**src/rtl/tap_clkgen_pkg.sv**
```systemverilog
package tap_clkgen_pkg;

    // Level held by the output machine; presented on the next event.
    typedef enum logic {
        LVL_LO = 1'b0,
        LVL_HI = 1'b1
    } lvl_e;

endpackage

```
**src/rtl/tap_ref_counter.sv**
```systemverilog
module tap_ref_counter #(
    parameter int CNT_W = 8
) (
    input  logic             clk,
    input  logic             rst,
    input  logic             adv,
    output logic [CNT_W-1:0] cnt_q,
    output logic [CNT_W-1:0] cnt_nx
);

    // Incremented value; natural modulo wrap at 2^CNT_W.
    assign cnt_nx = cnt_q + {{(CNT_W-1){1'b0}}, 1'b1};

    always_ff @(posedge clk) begin
        if (rst) begin
            cnt_q <= '0;
        end else if (adv) begin
            cnt_q <= cnt_nx;
        end
    end

endmodule

```
**src/rtl/tap_transition_sel.sv**
```systemverilog
module tap_transition_sel #(
    parameter int CNT_W = 8,
    parameter int SEL_W = 7
) (
    input  logic [CNT_W-1:0] cur,
    input  logic [CNT_W-1:0] nxt,
    input  logic [SEL_W-1:0] sel,
    output logic             hit
);

    logic [CNT_W-1:0] mask;
    logic [CNT_W-1:0] flips;

    // Widen the select to counter width; untapped upper bits never fire.
    generate
        if (SEL_W < CNT_W) begin : g_pad
            assign mask = {{(CNT_W-SEL_W){1'b0}}, sel};
        end else begin : g_full
            assign mask = sel[CNT_W-1:0];
        end
    endgenerate

    assign flips = (cur ^ nxt) & mask;
    assign hit   = |flips;

endmodule

```
**src/rtl/tap_level_fsm.sv**
```systemverilog
module tap_level_fsm
    import tap_clkgen_pkg::*;
(
    input  logic clk,
    input  logic rst,
    input  logic fire,
    output logic ser_clk,
    output logic edge_stb
);

    lvl_e state_q;
    lvl_e state_d;
    logic clk_q;
    logic stb_q;

    // State register
    always_ff @(posedge clk) begin
        if (rst) begin
            state_q <= LVL_LO;
        end else begin
            state_q <= state_d;
        end
    end

    // Transitions
    always_comb begin
        state_d = state_q;
        unique case (state_q)
            LVL_LO: if (fire) state_d = LVL_HI;
            LVL_HI: if (fire) state_d = LVL_LO;
        endcase
    end

    // Outputs: present the held level, then the state flips
    always_ff @(posedge clk) begin
        if (rst) begin
            clk_q <= 1'b0;
            stb_q <= 1'b0;
        end else begin
            stb_q <= fire;
            if (fire) begin
                clk_q <= (state_q == LVL_HI);
            end
        end
    end

    assign ser_clk  = clk_q;
    assign edge_stb = stb_q;

endmodule

```
**src/rtl/tap_serial_clkgen.sv**
```systemverilog
module tap_serial_clkgen #(
    parameter int CNT_W = 8,
    parameter int SEL_W = 7
) (
    input  logic             clk,
    input  logic             rst,
    input  logic             ref_tick,
    input  logic [SEL_W-1:0] rate_sel,
    output logic             ser_clk,
    output logic             edge_stb
);

    logic [CNT_W-1:0] cnt_q;
    logic [CNT_W-1:0] cnt_nx;
    logic             tap_hit;
    logic             fire;

    tap_ref_counter #(.CNT_W(CNT_W)) u_cnt (
        .clk    (clk),
        .rst    (rst),
        .adv    (ref_tick),
        .cnt_q  (cnt_q),
        .cnt_nx (cnt_nx)
    );

    tap_transition_sel #(.CNT_W(CNT_W), .SEL_W(SEL_W)) u_sel (
        .cur (cnt_q),
        .nxt (cnt_nx),
        .sel (rate_sel),
        .hit (tap_hit)
    );

    assign fire = ref_tick & tap_hit;

    tap_level_fsm u_lvl (
        .clk      (clk),
        .rst      (rst),
        .fire     (fire),
        .ser_clk  (ser_clk),
        .edge_stb (edge_stb)
    );

endmodule

```
**config.mk**
```make
export PLATFORM = sky130hd
export DESIGN_NAME = tap_serial_clkgen
export DESIGN_NICKNAME = d
export VERILOG_FILES = /design/src/rtl/tap_clkgen_pkg.sv /design/src/rtl/tap_ref_counter.sv /design/src/rtl/tap_transition_sel.sv /design/src/rtl/tap_level_fsm.sv /design/src/rtl/tap_serial_clkgen.sv
export SDC_FILE = /design/constraint.sdc
export NUM_CORES = 1
export LEC_CHECK = 0
export ABC_AREA = 1
export BUFFER_PORTS_ARGS = -buffer_cell sky130_fd_sc_hd__buf_2
export CAP_MARGIN = 40
export CORE_MARGIN = 2
export CORE_UTILIZATION = 25
export DETAILED_ROUTE_END_ITERATION = 10
export PLACE_DENSITY = 0.44
export SYNTH_ARGS = -nofsm -noshare
export SYNTH_HDL_FRONTEND = slang
export SYNTH_SLANG_ARGS = --single-unit
```
**constraint.sdc**
```tcl
create_clock -name clk -period 2.5 [get_ports clk]
set_clock_uncertainty 0.15 [all_clocks]
set_input_delay 0.125 -clock clk [delete_from_list [all_inputs] [get_ports clk]]
set_output_delay 0.125 -clock clk [all_outputs]
set_load 0.005 [all_outputs]
```
==> metrics.md <==
| Metric | Value |
|---|---|
| Cell Pwr Density | `approximately 570 nW/um2` |
| Syn Inst Count | `62` |
| Crit-path max FO | `4` |
| Synth top area share | `40.6%` |
| I/O pins | `12` |
| Footprint of the multi-input gates | `216 um2` |
| Area grow syn2layout | `22.3%` |
| Avg Synthesized Cell Area | `7.16 um2` |
| First-pass GRT wire length | `1540 um` |
| FF+latch area | `180 um2` |
| Synth async-reset ratio | `0%` |
| Tcrit/Tclk final | `slightly above 60%` |
| Final Max Tran Viols | `0` |
| Initial antenna violation count | `0` |
| H-tree depth | `1` |
| Seq/Total Area, Yosys | `around two fifths` |
| Antenna Nets Post-Route | `0` |
| WL/cell | `9.17 um` |
| Via count | `around 420` |
| Starting DRC count in detailed routing | `8` |
| Synth cell types | `16` |
| Post-synth EDFFs | `0` |
| Leak | `0.000259 uW` |
| Pre-CTS WS | `0.950 ns` |
| Clock buffer depth | `2` |
| CP endpoint kind | `flip-flop` |
| Effective utilization at floorplan | `26.3%` |
| Root buffer cell | `clkbuf_4` |
| Status | `finished, final reports clean` |
| Mapped cell area | `444 um2` |
| CTS tree | `built` |
| Synth top cells by count | `nand2_1, dfxtp_1, inv_1` |
| Sink Count | `9` |
| Die ar. | `2130 um2` |
| Slew @ Worst Pin | `0.228 ns` |
| GP Congestion | `0.727` |
| Yosys top cell by area | `dfxtp_1` |
| Crit path launch type | `flip-flop` |
| GRT overflow | `0` |
| Slew margin rel. | `84.6%` |
| Post-layout nets | `89` |
| Total CTS buffers | `3` |
| Drt drc | `0` |
| Vias in the first global route | `387` |
| Hold WC Path Type | `primary input to flip-flop` |
| WP data arrival | `1.60 ns` |
| Count of filler cells inserted in the layout | `191` |
| Skew-Pair Late Insertion Delay | `between 0.2 and 0.3 ns` |
| # port buffers | `11` |
| Final Hold Vio Count | `0` |
| Final setup viols | `0` |
| Max-cap violations | `0` |
| Setup TNS | `0 ns` |
| Count leader, synth | `nand2_1` |
| Ys Warns | `0` |
| Cell Count Post-Placement | `~90` |
| Ant. Diodes | `0` |
| Largest stage delay, worst path | `0.33 ns` |
| Max VDD drop | `260 uV` |
| Post-synth top flop | `dfxtp_1` |
| GRT Overall Usage | `between 10 and 15%` |
| Post-layout minimum cycle time | `1.54 ns` |
| Share of cells above drive strength 1 | `26.0%` |
| Critical path type | `flip-flop to flip-flop` |
| Core Rows | `15` |
| Core ar. | `1690 um2` |
| Chip width | `46.2 um` |
| Post-Route WL | `around 860 um` |
| CTS clk-pin slew, worst paths | `0.06 ns` |
| Slowest-stage cell, CP | `dfxtp_1` |
| FF+latch count, synth | `9` |
| FMAX | `648 MHz` |
| Hpwl dp | `690 um` |
| Critical Path RT | `2.55 ns` |
| Post-Layout Cell Count | `94` |
| Worst-path cell chain | `ha_1 -> inv_1 -> nand2_1 -> nand3_1 -> nand3_1 -> o21ai_0 -> nand2_1 -> a21oi_2` |
| Net Count, Synth | `73` |
| Fin worst setup slack | `0.958 ns` |
| Power, Total | `307 uW` |
| Largest net degree at the start of global routing | `11` |
| Chip Height | `46.2 um` |
| Via density per instance | `4.41` |
| Post-CTS Repair Setup Buffers | `0` |
| DRT Pass-1 Iters | `3` |
| RSZ-0062 raised after global routing | `no` |
| Largest cells by area after synthesis | `dfxtp_1, nand2_1, a21oi_1, inv_1, nor2_1` |
## metal layers
layer / GRT usage (%) / up-vias / wire, um
li1: - / 230 / -
met1: 12.4 / 170 / 414
met2: 15.0 / 10 / 363
met3: 8.24 / 5 / 63
met4: 5.14 / 0 / 20
met5: 0 / - / 0
## path summary, 6_finish.rpt
path / start / end / slack, ns / depth (start not counted)
worst min-delay path: ref_tick / u_cnt.cnt_q[0] / 0.02 / 2
worst max register to register: u_cnt.cnt_q[0] / u_lvl.state_q / 0.96 / 8
worst max-delay path: u_cnt.cnt_q[0] / u_lvl.state_q / 0.96 / 8
worst min register to register: u_cnt.cnt_q[5] / u_cnt.cnt_q[5] / 0.30 / 1
## state kept, by name, summed over array words and instances, names as in the netlist
register,flops
u_cnt.cnt_q,6
u_lvl.edge_stb,1
u_lvl.ser_clk,1
u_lvl.state_q,1
## area by class of cell
| type | count | share of cell area (%) |
|---|---|---|
| multi-input cells | 43 | 39.9 |
| flip-flops and latches | 9 | 33.2 |
| repair buffers | 12 | 12.0 |
| inverters | 9 | 6.22 |
| clock buffers | 4 | 4.84 |
| well taps | 17 | 3.92 |
## power by group
group	leakage [uW]	switching, uW	internal [uW]	total (uW)
Clock	0.0000150	51.0	61.5	113
Combinational	0.000170	21.3	18.1	39.4
Sequential	0.0000737	4.36	150	155
Total	0.000259	76.7	230	307
## cells by family (layout without fill, tap and decap cells)
group                    after synthesis  in the layout  share of synthesized area, %
AO/OA/AOI/OAI                         12             12                          14.4
XOR/XNOR                               1              1                          1.97
adder cells (fa/ha/maj)                1              1                          2.82
buffers and inverters                 10             25                          10.7
flip-flops                             9              9                          40.6
AND/OR/NAND/NOR                       29             29                          29.6
## through the flow
stage | area [um2] | hold WS [ns] | utilization, %
6_report | 543 | 0.0226 | 32.1
5_1_grt | 543 | 0.0438 | 32.1
4_1_cts | 543 | 0.0190 | 32.1
3_5_place_dp | 507 | 0.223 | 30.0
3_3_place_gp | 507 | 0.220 | 30.0
2_1_floorplan | 444 | 0.0374 | -
## cells in the final DEF, fill, tap and decap left out, types with 2 or more instances in the layout
| cell type | count |
|---|---|
| clkbuf_4 | 3 |
| buf_2 | 11 |
| o21ai_0 | 4 |
| nand2_2 | 3 |
| dfxtp_1 | 9 |
| nor3_1 | 2 |
| nand2_1 | 12 |
| nor2_1 | 7 |
| nand3_1 | 3 |
| inv_1 | 8 |
| a21oi_1 | 7 |
## what timing repair did
action,CTS,global route
hold buffers,1,0
hold endpoints to repair,5,0
gates resized for setup,0,0
## critical path, delay by kind of cell, from the launching register on
family | cells | cell delay [ns]
compound gates | 2 | 0.33
fa+ha+maj | 1 | 0.31
simple gates | 4 | 0.29
flops | 1 | 0.33
buf+inv | 1 | 0.07
No activity file was read; power rests on OpenSTA's default activity.
